===== src/rtl/nco_pkg.sv =====
package nco_pkg;

    // Fixed bank sizes of the core
    localparam int N_FTW   = 2;
    localparam int N_POFF  = 4;
    localparam int FSEL_W  = $clog2(N_FTW);
    localparam int PSEL_W  = $clog2(N_POFF);
    localparam int ADDR_W  = 3;

    // Storage map
    localparam int FTW_BASE  = 0;
    localparam int POFF_BASE = FTW_BASE + N_FTW;
    localparam int CTRL_ADDR = POFF_BASE + N_POFF;

    // Control word; field order fixes bit positions (fsel is bit 0)
    typedef struct packed {
        logic              clr;
        logic              zero;
        logic              sleep;
        logic              sync;
        logic              use_pins;
        logic [PSEL_W-1:0] psel;
        logic [FSEL_W-1:0] fsel;
    } ctrl_t;

    localparam int CTRL_W = $bits(ctrl_t);

    localparam ctrl_t CTRL_RESET = '{clr: 1'b1, zero: 1'b1, sleep: 1'b1,
                                     sync: 1'b0, use_pins: 1'b0,
                                     psel: '0, fsel: '0};

    // Gating state of the core
    typedef enum logic [1:0] {
        ST_RUN   = 2'd0,
        ST_ZERO  = 2'd1,
        ST_SLEEP = 2'd2
    } acc_mode_e;

    function automatic acc_mode_e acc_mode(input ctrl_t c);
        if (c.zero)       return ST_ZERO;
        else if (c.sleep) return ST_SLEEP;
        else              return ST_RUN;
    endfunction

    function automatic logic gated(input ctrl_t c);
        return c.clr | c.zero | c.sleep;
    endfunction

endpackage


===== src/rtl/nco_regs.sv =====
module nco_regs
    import nco_pkg::*;
#(
    parameter int ACC_W = 32,
    parameter int PH_W  = 12
) (
    input  logic                      clk,
    input  logic                      rst,
    input  logic                      ld_en,
    input  logic [ADDR_W-1:0]         ld_addr,
    input  logic [ACC_W-1:0]          ld_data,
    output logic [ACC_W-1:0]          ftw  [N_FTW],
    output logic [PH_W-1:0]           poff [N_POFF],
    output ctrl_t                     ctl
);

    genvar g;
    generate
        for (g = 0; g < N_FTW; g++) begin : g_ftw
            localparam logic [ADDR_W-1:0] MY_ADDR = ADDR_W'(FTW_BASE + g);
            always_ff @(posedge clk) begin
                if (rst)                              ftw[g] <= '0;
                else if (ld_en && ld_addr == MY_ADDR) ftw[g] <= ld_data;
            end
        end
        for (g = 0; g < N_POFF; g++) begin : g_poff
            localparam logic [ADDR_W-1:0] MY_ADDR = ADDR_W'(POFF_BASE + g);
            always_ff @(posedge clk) begin
                if (rst)                              poff[g] <= '0;
                else if (ld_en && ld_addr == MY_ADDR) poff[g] <= ld_data[PH_W-1:0];
            end
        end
    endgenerate

    localparam logic [ADDR_W-1:0] CTL_A = ADDR_W'(CTRL_ADDR);

    always_ff @(posedge clk) begin
        if (rst)                            ctl <= CTRL_RESET;
        else if (ld_en && ld_addr == CTL_A) ctl <= ctrl_t'(ld_data[CTRL_W-1:0]);
    end

    // control word comes out of reset with all gates set
    a_r1_ctrl_reset: assert property (@(posedge clk)
        rst |=> (ctl == CTRL_RESET));

    // the control word only changes through a write to its address
    a_r2_ctrl_stable: assert property (@(posedge clk) disable iff (rst)
        !(ld_en && ld_addr == CTL_A) |=> $stable(ctl));

endmodule


===== src/rtl/nco_select.sv =====
module nco_select
    import nco_pkg::*;
(
    input  logic              clk,
    input  logic              rst,
    input  ctrl_t             ctl,
    input  logic [FSEL_W-1:0] pin_fsel,
    input  logic [PSEL_W-1:0] pin_psel,
    output logic [FSEL_W-1:0] fsel,
    output logic [PSEL_W-1:0] psel
);

    logic [FSEL_W-1:0] cap_f;
    logic [PSEL_W-1:0] cap_p;

    // Pin sampling stage used by the sync option
    always_ff @(posedge clk) begin
        if (rst || ctl.clr) begin
            cap_f <= '0;
            cap_p <= '0;
        end else begin
            cap_f <= pin_fsel;
            cap_p <= pin_psel;
        end
    end

    always_comb begin
        if (!ctl.use_pins) begin
            fsel = ctl.fsel;
            psel = ctl.psel;
        end else if (ctl.sync) begin
            fsel = cap_f;
            psel = cap_p;
        end else begin
            fsel = pin_fsel;
            psel = pin_psel;
        end
    end

    // clear empties the sample stage
    a_r10_clear_cap: assert property (@(posedge clk) disable iff (rst)
        ctl.clr |=> (cap_f == '0 && cap_p == '0));

    // without clear, the sample stage follows the pins one edge late
    a_r7_sample: assert property (@(posedge clk) disable iff (rst)
        !ctl.clr |=> (cap_f == $past(pin_fsel) && cap_p == $past(pin_psel)));

endmodule


===== src/rtl/nco_accum.sv =====
module nco_accum
    import nco_pkg::*;
#(
    parameter int ACC_W = 32,
    parameter int PH_W  = 12
) (
    input  logic             clk,
    input  logic             rst,
    input  ctrl_t            ctl,
    input  logic [ACC_W-1:0] ftw_sel,
    input  logic [PH_W-1:0]  poff_sel,
    output logic [ACC_W-1:0] acc_q,
    output logic [PH_W-1:0]  phase_out
);

    localparam int TOP_LSB = ACC_W - PH_W;

    acc_mode_e mode;
    assign mode = acc_mode(ctl);

    always_ff @(posedge clk) begin
        if (rst) begin
            acc_q <= '0;
        end else begin
            unique case (mode)
                ST_ZERO:  acc_q <= '0;
                ST_SLEEP: acc_q <= acc_q;
                default:  acc_q <= acc_q + ftw_sel;
            endcase
        end
    end

    logic [PH_W-1:0] ph_sum;
    assign ph_sum    = acc_q[ACC_W-1:TOP_LSB] + poff_sel;
    assign phase_out = ctl.sleep ? '0 : ph_sum;

    // zero drives the accumulator to zero
    a_r8_zero_hold: assert property (@(posedge clk) disable iff (rst)
        ctl.zero |=> (acc_q == '0));

    // sleep freezes the accumulator
    a_r9_sleep_hold: assert property (@(posedge clk) disable iff (rst)
        (ctl.sleep && !ctl.zero) |=> $stable(acc_q));

endmodule


===== src/rtl/nco_core.sv =====
module nco_core
    import nco_pkg::*;
#(
    parameter int ACC_W = 32,
    parameter int PH_W  = 12
) (
    input  logic              clk,
    input  logic              rst,
    input  logic              ld_en,
    input  logic [2:0]        ld_addr,
    input  logic [ACC_W-1:0]  ld_data,
    input  logic              pin_fsel,
    input  logic [1:0]        pin_psel,
    output logic [PH_W-1:0]   phase_out,
    output logic              run
);

    logic [ACC_W-1:0]  ftw  [N_FTW];
    logic [PH_W-1:0]   poff [N_POFF];
    ctrl_t             ctl;
    logic [FSEL_W-1:0] fsel;
    logic [PSEL_W-1:0] psel;
    logic [ACC_W-1:0]  acc_q;
    logic [ACC_W-1:0]  ftw_sel;
    logic [PH_W-1:0]   poff_sel;

    nco_regs #(.ACC_W(ACC_W), .PH_W(PH_W)) u_regs (
        .clk(clk), .rst(rst), .ld_en(ld_en), .ld_addr(ld_addr),
        .ld_data(ld_data), .ftw(ftw), .poff(poff), .ctl(ctl)
    );

    nco_select u_sel (
        .clk(clk), .rst(rst), .ctl(ctl),
        .pin_fsel(pin_fsel), .pin_psel(pin_psel),
        .fsel(fsel), .psel(psel)
    );

    assign ftw_sel  = ftw[fsel];
    assign poff_sel = poff[psel];

    nco_accum #(.ACC_W(ACC_W), .PH_W(PH_W)) u_acc (
        .clk(clk), .rst(rst), .ctl(ctl), .ftw_sel(ftw_sel),
        .poff_sel(poff_sel), .acc_q(acc_q), .phase_out(phase_out)
    );

    assign run = !gated(ctl);

    // while running, the accumulator advances by the banked word chosen
    a_r3_step: assert property (@(posedge clk) disable iff (rst)
        (!ctl.zero && !ctl.sleep) |=> (acc_q == $past(acc_q) + $past(ftw[fsel])));

    // register source follows control bits
    a_r5_reg_src: assert property (@(posedge clk) disable iff (rst)
        !ctl.use_pins |-> (fsel == ctl.fsel && psel == ctl.psel));

endmodule


===== config.mk =====
export PLATFORM = sky130hd
export DESIGN_NAME = nco_core
export DESIGN_NICKNAME = d
export VERILOG_FILES = /design/src/rtl/nco_pkg.sv /design/src/rtl/nco_regs.sv /design/src/rtl/nco_select.sv /design/src/rtl/nco_accum.sv /design/src/rtl/nco_core.sv
export SDC_FILE = /design/constraint.sdc
export NUM_CORES = 1
export LEC_CHECK = 0
export BUFFER_PORTS_ARGS = -buffer_cell sky130_fd_sc_hd__buf_2
export CAP_MARGIN = 5
export CORE_ASPECT_RATIO = 1.2
export CORE_UTILIZATION = 35
export CTS_BUF_LIST = sky130_fd_sc_hd__clkbuf_8
export DETAILED_ROUTE_END_ITERATION = 7
export GPL_ROUTABILITY_DRIVEN = 0
export PLACE_DENSITY = 0.59
export SETUP_SLACK_MARGIN = 0.05
export SYNTH_ARGS = -nofsm -noshare
export SYNTH_HDL_FRONTEND = slang
export SYNTH_SLANG_ARGS = --single-unit
export TNS_END_PERCENT = 5

===== constraint.sdc =====
create_clock -name clk -period 4.2 [get_ports clk]
set_clock_uncertainty 0.15 [all_clocks]
set_input_delay 0.21 -clock clk [delete_from_list [all_inputs] [get_ports clk]]
set_output_delay 0.21 -clock clk [all_outputs]
set_load 0.01 [all_outputs]

* Yosys cells after proc, flatten, opt, wreduce, memory -nomap -nowiden *
Cells that the tools add are included.

word-level totals
  flip-flop bits (word level) = 155
  input bits = 41
  output and inout bits = 13
  word-level logic and storage cells = 56

operators by class
  add/subtract/negate cells = 2
  magnitude comparators = 2
  equality and inequality tests = 8
  muxes and demuxes = 14
  bitwise operators = 4
  reduce and logical (&&, ||, !) cells = 10

operator list
  cell                                                  number
  2-to-1 mux 32 bit                                     3
  case mux 32 bit (2 select lines)                      1
  2-to-1 mux 12 bit                                     3
  adder 32 bit                                          1
  binary-select mux 12 bit (select 2 bit)               1
  adder 12 bit                                          1
  equality test 3 bit (second input constant)           3
  2-to-1 mux 2 bit                                      4
  logical AND 1 bit                                     7
  equality test 3 x 2 -> 1 bit (second input constant)  2
  equality test 3 x 1 -> 1 bit (second input constant)  1
  >= comparator 3 bit (second input constant)           1
  logical NOT 3 bit                                     1
  inverter 2 -> 3 bit                                   1
  equality test 2 x 1 -> 1 bit (second input constant)  1
  equality test 2 bit (second input constant)           1
  >= comparator 2 bit (second input constant)           1
  2-to-1 mux 1 bit                                      2
  inverter 1 -> 2 bit                                   1
  bitwise OR 1 bit                                      2
  logical NOT 1 bit                                     1
  logical OR 1 bit                                      1

* Longest topological paths before layout *
Gate-level depths: netlist (run 1).

  word-level depth = 8
  gate-level depth with buffers = 16
  gate-level depth less buffers = 15

* Cells and area by module *
From an unflattened synthesis (run 1), not the netlist that was laid out.

second synthesis, totals
  cell total of the unflattened synthesis = 914
  area, all modules = 8842.2 µm²

by module, submodules not included
  module      instances  cells each  area each (µm²)  seq. area each (µm²)
  nco_regs    1          435         4807.1           2402.3
  nco_accum   1          412         3216.8           640.6
  nco_core    1          51          679.4            0.0
  nco_select  1          16          138.9            60.1

* Least setup slack after synthesis (run 1) *
Ideal clock, no wire load.

  kind = reg-to-reg
  start point = reg u_regs.ctl[4] (netlist name)
  end point = reg u_acc.acc_q[27]
  setup time = 0.116 ns
  arrival time = 3.569 ns
  required time = 3.934 ns
  slack = 0.365 ns
  cell stages (with the launch flop) = 15
  buffers on the path = 1
  period minus slack after synthesis = 3.835 ns
  path through = dfxtp_1 -> mux2i_1 -> nand2_1 -> o21ai_1 -> clkbuf_1 -> mux2_2 -> ha_1 -> and3_1 -> a221o_1 -> a221oi_4 -> a31oi_4 -> a211oi_2 -> o21ai_1 -> xor2_1 -> o211a_1

on the way
  word-level cells in the longest chain between the ends = 8

ends and longest elaborated chain
  element                                                RTL line          source
  2-to-1 mux 1 bit                                       nco_select.sv:31  end else if (ctl.sync) begin
  2-to-1 mux 1 bit                                       nco_select.sv:28  if (!ctl.use_pins) begin
  inverter 1 -> 2 bit (implied by the code)              nco_core.sv:38    assign ftw_sel = ftw[fsel];
  2-to-1 mux 32 bit (implied by the code) (3 in series)  nco_core.sv:38
  adder 32 bit                                           nco_accum.sv:28   default: acc_q <= acc_q + ftw_sel;
  case mux 32 bit (2 select lines)                       nco_accum.sv:25   unique case (mode)
  end signal, assigned                                   nco_accum.sv:27   ST_SLEEP: acc_q <= acc_q;
  end signal, assigned                                   nco_accum.sv:28
  end, declared                                          nco_accum.sv:12   output logic [ACC_W-1:0] acc_q,

Every way passes these cells. The select of a mux whose other input is x is not followed.
A chain may end at the register's enable or synchronous reset.

* Worst setup path after layout (run 1) *
  start point = reg u_regs.ctl[4] (netlist name)
  end point = reg u_acc.acc_q[31]

on the way
  word-level cells in the longest chain between the ends = 8

ends and longest elaborated chain
  element                                                RTL line
  2-to-1 mux 1 bit                                       nco_select.sv:31
  2-to-1 mux 1 bit                                       nco_select.sv:28
  inverter 1 -> 2 bit (implied by the code)              nco_core.sv:38
  2-to-1 mux 32 bit (implied by the code) (3 in series)  nco_core.sv:38
  adder 32 bit                                           nco_accum.sv:28
  case mux 32 bit (2 select lines)                       nco_accum.sv:25

Every way passes these cells. The select of a mux whose other input is x is not followed.

==> key figures, run 1 <==
Synth
  – Async set or reset register ratio after synthesis: 0%
  – Netlist Area Pre-Place: 0.00837 mm²
  – Most used DFF post-synth: dfxtp_1
  – Syn Nets: 1136
  – Post-synthesis sequential area ratio: 37.1%
  – Count of flip-flops with a built-in enable after synthesis: 0
  – Synthesized instance count: 1044
  – Syn_area_per_cell: 8.02 µm²
  – YS warnings: 0
  – Distinct cells, synth: 54
  – Yosys reg bits: 155

Final layout
  – Layout cells sized above 1: 14.7%
  – Antenna Diode Count: 0
  – Final Cell Area: 0.00979 mm²
  – Post-layout net count: 1203
  – P&R area growth vs syn: 17.0%
  – Fin cells: 1439
  – Final core occ: 41.9%

Critical path
  – Kind of end point of the critical path: register
  – Required time of the critical path: 4.35 ns
  – CP arrival: 4.07 ns
  – RR Startpoint: u_regs.ctl[4]$_SDFFE_PP0P_
  – Crit Path Category: register to register
  – Crit-path max FO: 16
  – R2R Path End: u_acc.acc_q[31]$_SDFFE_PP0P_
  – FF-to-FF setup slack: 0.29 ns
  – Critical path startpoint category: register
  – Worst Reg2Reg Path Length in Cells: 14

Drt
  – ANT nets after route: 0
  – Drt drc: 0
  – Detailed Route WL: 21.6 mm
  – Met3 wire len: 651 µm
  – Vias: 7317
  – Top Layer Used: met4
  – Starting DRC count in detailed routing: 446
  – Post-Route M1 WL: 9.89 mm
  – Via density: 5.08
  – 1st-pass router iterations: 7
  – Routed wire per std cell: 15.0 µm
  – Met2 wire len: 10.8 mm

Floorplanning
  – Die ar.: 0.0245 mm²
  – FP Rows: 61
  – Die H: 171 µm
  – I/O pins: 54
  – Initial core utilization: 35.8%
  – Core area: 0.0234 mm²
  – Die X: 143 µm

Timing
  – Period minus WS final: 3.91 ns
  – Final Max Tran Viols: 0
  – Setup-failing EPs final: 0
  – RSZ-0062 raised after global routing: yes
  – Slew @ Worst Pin: 0.976 ns
  – Period utilization: 93.1%
  – Final hold vios: 0
  – Final TNS setup: 0 ns
  – Slew Limit Headroom: 34.7%
  – F_max: 0.256 GHz
  – Worst setup margin: 0.289 ns

Clock network
  – CTS Root Cell: clkbuf_8
  – Htree depth: 4
  – Worst-path clk slew: 0.09 ns
  – TritonCTS clock tree: yes
  – Worst-Skew Late Latency: 0.45 ns
  – Max clock buf depth: 2
  – CTS buffer count: 17
  – CTS Sinks: 155

Pwr
  – PD cells: 300 mW/mm²
  – Max VDD drop: 0.000220 V
  – Net switching power: 0.000746 W
  – Seq pwr share: 51.5%
  – Net Sw Frac: 25.5%
  – P_int: 0.00219 W
  – Static Leakage: 3.91 nW
  – Comb power frac: 7.6%
  – Clk pwr share: 40.9%

GRT
  – Total grt overflow: 0
  – Global-route wire length before repair: 36.1 mm
  – Largest net degree at the start of global routing: 75
  – Vias in the first global route: 7139
  – Aggregate global-route resource usage: 18.7%
  – Initial antenna violation count: 0

Placed design
  – Place WS: 0.233 ns
  – Area post-placement: 0.00894 mm²
  – Inst Count DP: 1369
  – IO buf count: 53
  – Post-DP HPWL: 15.0 mm

Status
  – Status: finished clean

Min path
  – HP Start: ld_addr[0]
  – Worst Hold Path Cells: 4
  – Hold Crit Class: input port to register
  – Hold worst-path end: u_regs.poff[19]$_SDFFE_PP0P_

Job
  – # Max-Cap Violations: 0
cell families (layout without fill, tap and decap cells):
logic type      after synthesis  in the layout  share of synthesized area, %
fa+ha+maj                    51             51                          7.81
xor+xnor                     31             31                          3.24
mux                          60             60                          9.29
flops                       155            155                          37.1
compound gates              252            252                          17.5
simple gates                430            430                          22.1
buf+inv                      65            145                          2.93
worst max-delay path: stages, from the launching register on:
cell	delay, ns
dfxtp_2	0.38
mux2i_1	0.20
nand2_1	0.11
o21ai_4	0.26
buf_4	0.28
mux2_2	0.35
ha_1	0.36
a21oi_1	0.19
o21ai_0	0.26
a21oi_1	0.25
o221ai_1	0.17
or4_1	0.41
mux2i_1	0.20
o21a_1	0.15
nor3_1	0.04
routing by layer:
metal,global-route usage [%],vias up
met2,33.1,133
li1,-,3755
met3,3.34,23
met1,22.8,3406
met5,0,-
met4,5.61,0
power by group through the flow:
stage	combinational (W)	clock (W)	sequential [W]
after floorplan	0.000124	0	0.00154
after global placement	0.000192	0	0.00154
after detailed placement	0.000195	0	0.00154
after CTS	0.000221	0.00124	0.00151
after global routing	0.000245	0.00131	0.00151
final	0.000223	0.00120	0.00151
worst max-delay path by stage:
stage                               startpoint                      endpoint  slack, ns  depth (start not counted)
floorplan           u_regs.ctl[4]$_SDFFE_PP0P_  u_acc.acc_q[27]$_SDFFE_PP0P_       0.36                         14
global placement    u_regs.ctl[4]$_SDFFE_PP0P_  u_acc.acc_q[31]$_SDFFE_PP0P_       0.35                         14
detailed placement  u_regs.ctl[4]$_SDFFE_PP0P_  u_acc.acc_q[31]$_SDFFE_PP0P_       0.23                         14
CTS                 u_regs.ctl[4]$_SDFFE_PP0P_                 phase_out[10]       0.05                         16
global route        u_regs.ctl[4]$_SDFFE_PP0P_  u_acc.acc_q[31]$_SDFFE_PP0P_       0.02                         14
finish              u_regs.ctl[4]$_SDFFE_PP0P_  u_acc.acc_q[31]$_SDFFE_PP0P_       0.29                         14
metrics by stage:
stage / hold slack (ns) / power [W]
floorplan: 0.181 / 0.00166
global placement: 0.282 / 0.00174
detailed placement: 0.282 / 0.00174
CTS: 0.0944 / 0.00297
global route: 0.116 / 0.00307
finish: 0.133 / 0.00293
cells in the final DEF, fill, tap and decap left out, drive strengths merged, types with 8 or more instances in the layout:
cell           n
buf           67
nor3          16
and2           8
mux4          11
nor2          51
mux2i         18
inv           17
a21oi        165
nand2        275
ha            49
and3          11
xor2          12
dlygate4sd3   35
clkbuf        17
a21o          17
mux2          31
nor2b         11
xnor2         19
dfxtp        155
nand2b        11
nand3         21
o21ai         29
area by class of cell:
cell class | count | area, µm²
clock buffers | 17 | 234
clock inverters | 15 | 184
fillers | 2429 | 13600
inverters | 11 | 41.3
multi-input cells | 824 | 5090
flip-flops and latches | 155 | 3110
well taps | 315 | 394
repair buffers | 102 | 739
synthesized netlist by cell type, drive strengths merged, types with 8 or more instances:
| library cell | n | area, µm² |
|---|---|---|
| mux4 | 11 | 248 |
| nand2 | 275 | 1030 |
| nor2b | 11 | 68.8 |
| mux2i | 18 | 180 |
| inv | 11 | 41.3 |
| xor2 | 12 | 105 |
| mux2 | 31 | 349 |
| a21oi | 165 | 826 |
| xnor2 | 19 | 166 |
| dfxtp | 155 | 3100 |
| and2 | 8 | 50.1 |
| and3 | 11 | 68.8 |
| nor2 | 51 | 191 |
| nor3 | 16 | 80.1 |
| a21o | 17 | 128 |
| nand3 | 21 | 105 |
| o21ai | 29 | 145 |
| clkbuf | 50 | 188 |
| nand2b | 11 | 68.8 |
| ha | 49 | 613 |
flip-flops by register name, indices dropped and copies added, names as in the netlist:
name,flops
u_acc.acc_q,32
u_regs.ctl,8
u_regs.ftw,64
u_regs.poff,48
u_sel.cap_f,1
u_sel.cap_p,2
timing repair:
item | in CTS | in global routing
hold endpoints to repair | 123 | 0
setup endpoints to repair | 3 | 8
buffers inserted | 0 | 3
hold buffers | 35 | 0
resized for setup | 2 | 13
pin swaps | 0 | 2
Power figures use the tool's default switching activity.
==> run 2, diff against run 1 <==
--- a/config.mk
+++ b/config.mk
@@ -8,6 +8,7 @@
 export BUFFER_PORTS_ARGS = -buffer_cell sky130_fd_sc_hd__buf_2
 export CAP_MARGIN = 5
 export CORE_ASPECT_RATIO = 1.2
+export CORE_MARGIN = 2
 export CORE_UTILIZATION = 35
 export CTS_BUF_LIST = sky130_fd_sc_hd__clkbuf_8
 export DETAILED_ROUTE_END_ITERATION = 7
==> key figures, run 2 (synthesis gave the netlist of run 1 again) <==
Status
  – Status: finished clean

Critical path
  – CP bufs+invs: 1 (unchanged)
  – Worst setup path startpoint: u_regs.ctl[4]$_SDFFE_PP0P_
  – Crit-path max FO: 18 (+2)
  – Top delay family on crit path: compound AO/OA/AOI/OAI gates
  – Crit path cell chain: mux2i_1, nand2_1, o21ai_4, buf_12, mux2_2, ha_1, a211oi_1, o211ai_1, a41o_1, o2bb2ai_1, a41oi_1, a21boi_0, xor2_1, o211a_1
  – Critical Path End: u_acc.acc_q[26]$_SDFFE_PP0P_
  – Highest-delay cell along the critical path: dfxtp_2
  – Kind of end point of the critical path: register
  – Stages on the worst setup path: 14 (unchanged)
  – R2R Path End: u_acc.acc_q[26]$_SDFFE_PP0P_
  – CP arrival: 4.15 ns (+0.08 ns)
  – RR Startpoint: u_regs.ctl[4]$_SDFFE_PP0P_
  – FF-to-FF setup slack: 0.27 ns (-0.02 ns)
  – Max incr delay on CP: 0.38 ns (-0.03 ns)
  – Critical path startpoint category: register
  – Crit Path Category: register to register
  – Required time of the critical path: 4.42 ns (+0.07 ns)
  – Worst Reg2Reg Path Length in Cells: 14 (unchanged)

GRT
  – Aggregate global-route resource usage: 18.0% (-0.69 points)
  – Global-route wire length before repair: 36.9 mm (+2.2%)
  – Total grt overflow: 0 (unchanged)
  – Vias in the first global route: 7264 (+1.8%)
  – Initial antenna violation count: 0 (unchanged)
  – Largest net degree at the start of global routing: 84 (+12%)

Timing
  – Fin Hold WS: 0.0427 ns (-0.0903 ns)
  – F_max: 0.255 GHz (-0.40%)
  – Final TNS setup: 0 ns (unchanged)
  – Setup-failing EPs final: 0 (unchanged)
  – Period minus WS final: 3.93 ns (+0.0155 ns)
  – Period utilization: 93.5% (+0.37 points)
  – RSZ-0062 raised after global routing: no
  – Final hold vios: 0 (unchanged)
  – Final Max Tran Viols: 0 (unchanged)
  – Slew @ Worst Pin: 1.14 ns (+0.168 ns)
  – Slew Limit Headroom: 23.5% (-11 points)

Placed design
  – Area post-placement: 0.00895 mm² (+0.13%)
  – Inst Count DP: 1373 (+0.29%)
  – IO buf count: 53 (unchanged)
  – Post-DP HPWL: 15.3 mm (+2.0%)

Clock network
  – CTS Root Cell: clkbuf_8
  – Max clock buf depth: 2 (unchanged)
  – CTS Sinks: 155 (unchanged)
  – Worst-path clk slew: 0.09 ns (about the same)
  – TritonCTS clock tree: yes
  – Htree depth: 4 (unchanged)
  – CTS buffer count: 17 (unchanged)
  – Worst-Skew Late Latency: 0.47 ns (+0.02 ns)

Drt
  – Via density: 5.12 (+0.76%)
  – Drt drc: 0 (unchanged)
  – Starting DRC count in detailed routing: 622 (+39%)
  – 1st-pass router iterations: 5 (-2)
  – ANT nets after route: 0 (unchanged)
  – Routed wire per std cell: 15.6 µm (+3.9%)
  – Vias: 7398 (+1.1%)
  – Detailed Route WL: 22.5 mm (+4.2%)

Final layout
  – P&R area growth vs syn: 16.8%
  – Most frequent cells in the layout: nand2_1 (275), a21oi_1 (163), dfxtp_1 (153)
  – Antenna Diode Count: 0 (unchanged)
  – Commonest non-fill, non-tap cell in the layout: nand2_1
  – Regs by FF count: u_regs.ftw: 64 flops, u_regs.poff: 48 flops, u_acc.acc_q: 32 flops
  – Post-layout net count: 1203 (unchanged)
  – Fin cells: 1444 (+0.35%)
  – Final Cell Area: 0.00977 mm² (-0.14%)
  – Layout cells sized above 1: 14.4% (-0.27 points)
  – Max reg flops: 64 (unchanged)
  – Largest Register: u_regs.ftw
  – Fill count: 2473 (+1.8%)

Floorplanning
  – Core area: 0.0237 mm² (+1.6%)
  – Die ar.: 0.0252 mm² (+2.6%)
  – Initial core utilization: 35.3% (-0.58 points)
  – Die X: 145 µm (+1.4%)
  – Die H: 173 µm (+1.2%)
  – FP Rows: 62 (+1.6%)
  – I/O pins: 54 (unchanged)

Pwr
  – Clk pwr share: 39.5% (-1.4 points)
  – Max VDD drop: 0.000211 V (-4.1%)
  – Comb power frac: 7.8% (+0.2 points)
  – Net switching power: 0.000829 W (+11%)
  – P_int: 0.00204 W (-6.8%)
  – Net Sw Frac: 28.9% (+3.5 points)
  – PD cells: 293 mW/mm² (-2.1%)
  – Seq pwr share: 52.7% (+1.2 points)
  – Static Leakage: 3.91 nW (-0.16%)

Min path
  – Hold Crit Class: input port to register

Job
  – # Max-Cap Violations: 0 (unchanged)
==> run 2: cell count changes in the layout (fill, tap and decap cells not counted), sizes merged <==
cell      change
bufinv        -3
inv           +2
clkinv        +3
clkinvlp      -2
==> run 2: area by class of cell <==
type / instances / area, µm² / share of cell area, %
clock inverters: 15 / 169 / 1.73
inverters: 11 / 41.3 / 0.422
multi-input cells: 824 / 5080 / 52.0
well taps: 320 / 400 / 4.10
repair buffers: 102 / 743 / 7.60
flip-flops and latches: 155 / 3110 / 31.8
clock buffers: 17 / 234 / 2.39
==> run 2: how the worst min path moves through the flow <==
stage / startpoint / to / slack (ns) / cells after the start
after global routing: rst / u_regs.ftw[52]$_SDFFE_PP0P_ / 0.07 / 2
after global placement: u_regs.ftw[39]$_SDFFE_PP0P_ / u_regs.ftw[39]$_SDFFE_PP0P_ / 0.29 / 2
after detailed placement: pin_fsel / u_sel.cap_f$_SDFF_PP0_ / 0.29 / 2
final: rst / u_regs.ftw[12]$_SDFFE_PP0P_ / 0.04 / 2
after floorplan: ld_data[5] / u_regs.ctl[5]$_SDFFE_PP1P_ / 0.18 / 2
after CTS: rst / u_regs.ftw[12]$_SDFFE_PP0P_ / 0.03 / 2
==> run 2: what timing repair did <==
item / CTS / global route
buffers inserted: 3 / 1
hold endpoints to repair: 123 / 0
cloned: 0 / 0
hold buffers: 35 / 0
resized for setup: 3 / 10
pin swaps: 0 / 2
setup endpoints to repair: 3 / 6
==> run 2: per-stage QoR <==
step / utilization (%) / power [W] / setup WS (ns)
2_1_floorplan: - / 0.00166 / 0.365
3_3_place_gp: 37.7 / 0.00174 / 0.393
3_5_place_dp: 37.7 / 0.00174 / 0.299
4_1_cts: 41.0 / 0.00290 / 0.0549
5_1_grt: 41.2 / 0.00299 / 0.0700
6_report: 41.2 / 0.00287 / 0.273
==> run 2: per-layer routing <==
layer	routed length, µm	global-route usage, %	up-vias
met3	697	2.71	23
met2	10800	31.2	136
met4	438	6.17	0
met5	0	0	-
met1	10600	22.9	3484
li1	-	-	3755
==> run 2: power groups by stage <==
| stage | Combinational, W | Clock, W | Sequential (W) |
|---|---|---|---|
| after detailed placement | 0.000198 | 0 | 0.00155 |
| after floorplan | 0.000124 | 0 | 0.00154 |
| after global routing | 0.000249 | 0.00122 | 0.00151 |
| after global placement | 0.000196 | 0 | 0.00154 |
| after CTS | 0.000226 | 0.00117 | 0.00151 |
| final | 0.000225 | 0.00113 | 0.00151 |
==> run 3, diff against run 2 <==
--- a/config.mk
+++ b/config.mk
@@ -9,11 +9,11 @@
 export CAP_MARGIN = 5
 export CORE_ASPECT_RATIO = 1.2
 export CORE_MARGIN = 2
-export CORE_UTILIZATION = 35
+export CORE_UTILIZATION = 40
 export CTS_BUF_LIST = sky130_fd_sc_hd__clkbuf_8
 export DETAILED_ROUTE_END_ITERATION = 7
 export GPL_ROUTABILITY_DRIVEN = 0
-export PLACE_DENSITY = 0.59
+export PLACE_DENSITY = 0.65
 export SETUP_SLACK_MARGIN = 0.05
 export SYNTH_ARGS = -nofsm -noshare
 export SYNTH_HDL_FRONTEND = slang
==> key figures, run 3 (synthesis gave the netlist of run 1 again) <==
Min path
  – Hold worst-path end: u_regs.ftw[37]$_SDFFE_PP0P_
  – HP Start: rst
  – Hold Crit Class: input port to register
  – Worst Hold Path Cells: 2 (unchanged)

Timing
  – Slew Limit Headroom: 35.1% (+12 points)
  – Final hold vios: 0 (unchanged)
  – Worst setup margin: 0.283 ns (+0.00948 ns)
  – Period utilization: 93.3% (-0.23 points)
  – F_max: 0.255 GHz (+0.24%)
  – Setup-failing EPs final: 0 (unchanged)
  – Period minus WS final: 3.92 ns (-0.00947 ns)
  – RSZ-0062 raised after global routing: yes
  – Slew @ Worst Pin: 0.970 ns (-0.173 ns)
  – Final TNS setup: 0 ns (unchanged)
  – Final Max Tran Viols: 0 (unchanged)

Final layout
  – Most frequent cells in the layout: nand2_1 (275), a21oi_1 (163), dfxtp_1 (152)
  – Post-layout net count: 1204 (+0.083%)
  – Antenna Diode Count: 0 (unchanged)
  – Largest Register: u_regs.ftw
  – Commonest non-fill, non-tap cell in the layout: nand2_1
  – Fill count: 2051 (-17%)
  – Layout cells sized above 1: 14.6% (+0.16 points)
  – P&R area growth vs syn: 16.4%
  – Fin cells: 1390 (-3.7%)
  – Max reg flops: 64 (unchanged)
  – FF/Latch Area: 0.00311 mm² (+0.12%)
  – Final core occ: 47.8% (+6.6 points)
  – Regs by FF count: u_regs.ftw: 64 flops, u_regs.poff: 48 flops, u_acc.acc_q: 32 flops
  – Multi-input logic area: 0.00509 mm² (+0.17%)

Floorplanning
  – FP Rows: 57 (-8.1%)
  – I/O pins: 54 (unchanged)
  – Core area: 0.0204 mm² (-14%)
  – Initial core utilization: 41.0% (+5.8 points)
  – Die ar.: 0.0221 mm² (-12%)
  – Die H: 162 µm (-6.3%)
  – Die X: 136 µm (-6.3%)

Critical path
  – Critical path startpoint category: register
  – Crit-path max FO: 5 (-13)
  – Crit Path Category: register to output port
  – FF-to-FF setup slack: 0.37 ns (+0.10 ns)
  – Worst Reg2Reg Path Length in Cells: 14 (unchanged)
  – Required time of the critical path: 3.84 ns (-0.58 ns)
  – RR Startpoint: u_regs.ctl[4]$_SDFFE_PP0P_
  – Kind of end point of the critical path: output port
  – CP arrival: 3.56 ns (-0.59 ns)
  – R2R Path End: u_acc.acc_q[31]$_SDFFE_PP0P_

Pwr
  – Total power: 0.00292 W (+1.9%)
  – Static Leakage: 3.92 nW (+0.25%)
  – PD cells: 300 mW/mm² (+2.2%)
  – P_int: 0.00211 W (+3.5%)
  – Max VDD drop: 0.000263 V (+25%)
  – Net Sw Frac: 27.8% (-1.1 points)
  – Seq pwr share: 51.7% (-1.0 points)
  – Clk pwr share: 40.6% (+1.1 points)
  – Net switching power: 0.000812 W (-2.1%)
  – Comb power frac: 7.7% (about the same)

Status
  – Status: finished clean

Placed design
  – Post-DP HPWL: 14.7 mm (-3.7%)
  – Inst Count DP: 1318 (-4.0%)
  – Place WS: 0.265 ns (-0.0338 ns)
  – IO buf count: 53 (unchanged)

Clock network
  – CTS Sinks: 155 (unchanged)
  – CTS buffer count: 17 (unchanged)
  – TritonCTS clock tree: yes
  – Htree depth: 4 (unchanged)
  – Max clock buf depth: 2 (unchanged)
  – CTS Root Cell: clkbuf_8
  – Worst-Skew Late Latency: 0.48 ns (about the same)
  – Worst-path clk slew: 0.10 ns (about the same)

Drt
  – Drt drc: 0 (unchanged)
  – Vias: 7419 (+0.28%)
  – Routed wire per std cell: 15.7 µm (+0.46%)
  – ANT nets after route: 0 (unchanged)
  – Starting DRC count in detailed routing: 435 (-30%)
  – 1st-pass router iterations: 5 (unchanged)
  – Detailed Route WL: 21.8 mm (-3.3%)
  – Via density: 5.34 (+4.2%)

GRT
  – Aggregate global-route resource usage: 20.1% (+2.1 points)
  – Total grt overflow: 0 (unchanged)
  – Initial antenna violation count: 0 (unchanged)
  – Largest net degree at the start of global routing: 81 (-3.6%)
  – Global-route wire length before repair: 35.2 mm (-4.7%)
  – Vias in the first global route: 7175 (-1.2%)

Job
  – # Max-Cap Violations: 0 (unchanged)
==> run 3: cell types whose count changed in the layout (fill, tap and decap cells not counted), sizes merged <==
cell      previous run  this run
buf                 67        68
bufinv               0         1
clkbuf              17        18
inv                 19        20
clkinvlp             0         1
clkinv               7         3
==> run 3: power by group through the flow <==
stage                     registers [W]  logic [W]  clock network (W)
after CTS                       0.00151   0.000224            0.00121
after detailed placement        0.00154   0.000196                  0
final                           0.00151   0.000225            0.00119
after global placement          0.00154   0.000194                  0
after global routing            0.00151   0.000247            0.00128
after floorplan                 0.00154   0.000124                  0
==> run 3: cell type report <==
class / count / share of cell area [%]
clock buffers: 18 / 2.54
inverters: 11 / 0.424
well taps: 265 / 3.40
multi-input cells: 824 / 52.2
flip-flops and latches: 155 / 31.9
repair buffers: 103 / 7.76
clock inverters: 14 / 1.75
==> run 3: per-stage QoR <==
stage / instance area, µm² / hold slack [ns]
2_1_floorplan: 8370 / 0.181
3_3_place_gp: 8880 / 0.284
3_5_place_dp: 8880 / 0.283
4_1_cts: 9680 / 0.0374
5_1_grt: 9740 / 0.0622
6_report: 9740 / 0.0424
==> run 3: worst max path at each step <==
stage	cells after the start	slack [ns]	to	from
2_1_floorplan	14	0.36	u_acc.acc_q[27]$_SDFFE_PP0P_	u_regs.ctl[4]$_SDFFE_PP0P_
3_3_place_gp	14	0.37	u_acc.acc_q[31]$_SDFFE_PP0P_	u_regs.ctl[4]$_SDFFE_PP0P_
3_5_place_dp	14	0.27	u_acc.acc_q[31]$_SDFFE_PP0P_	u_regs.ctl[4]$_SDFFE_PP0P_
4_1_cts	15	0.06	phase_out[11]	u_regs.ctl[4]$_SDFFE_PP0P_
5_1_grt	17	-0.004	phase_out[10]	u_regs.ctl[4]$_SDFFE_PP0P_
6_report	14	0.28	phase_out[10]	u_regs.ctl[4]$_SDFFE_PP0P_
==> run 3: metal layers <==
metal / track usage, % / wire [µm] / share of wire [%] / vias up
li1: - / - / - / 3762
met1: 25.4 / 9910 / 46 / 3477
met2: 34.4 / 10600 / 49 / 155
met3: 3.67 / 879 / 4.0 / 25
met4: 6.53 / 336 / 1.5 / 0
met5: 0 / 0 / 0 / -
==> run 3: what timing repair did <==
| action | 4_1_cts | 5_1_grt |
|---|---|---|
| endpoints found under the setup margin | 4 | 6 |
| pin swaps | 0 | 2 |
| hold endpoints to repair | 123 | 0 |
| gates resized for setup | 2 | 12 |
| buffers inserted | 2 | 3 |
| hold buffers | 35 | 0 |
| cloned | 0 | 0 |
==> run 3: critical path, stage by stage, from the launching register on <==
cell     delay, ns
dfxtp_4       0.38
mux2i_1       0.19
nand2_1       0.11
o21ai_4       0.14
buf_12        0.16
buf_4         0.16
mux4_2        0.56
ha_4          0.26
or3_1         0.36
o21ai_1       0.11
a21oi_2       0.07
a31oi_1       0.20
xor2_1        0.16
nor2_1        0.05
buf_2         0.17
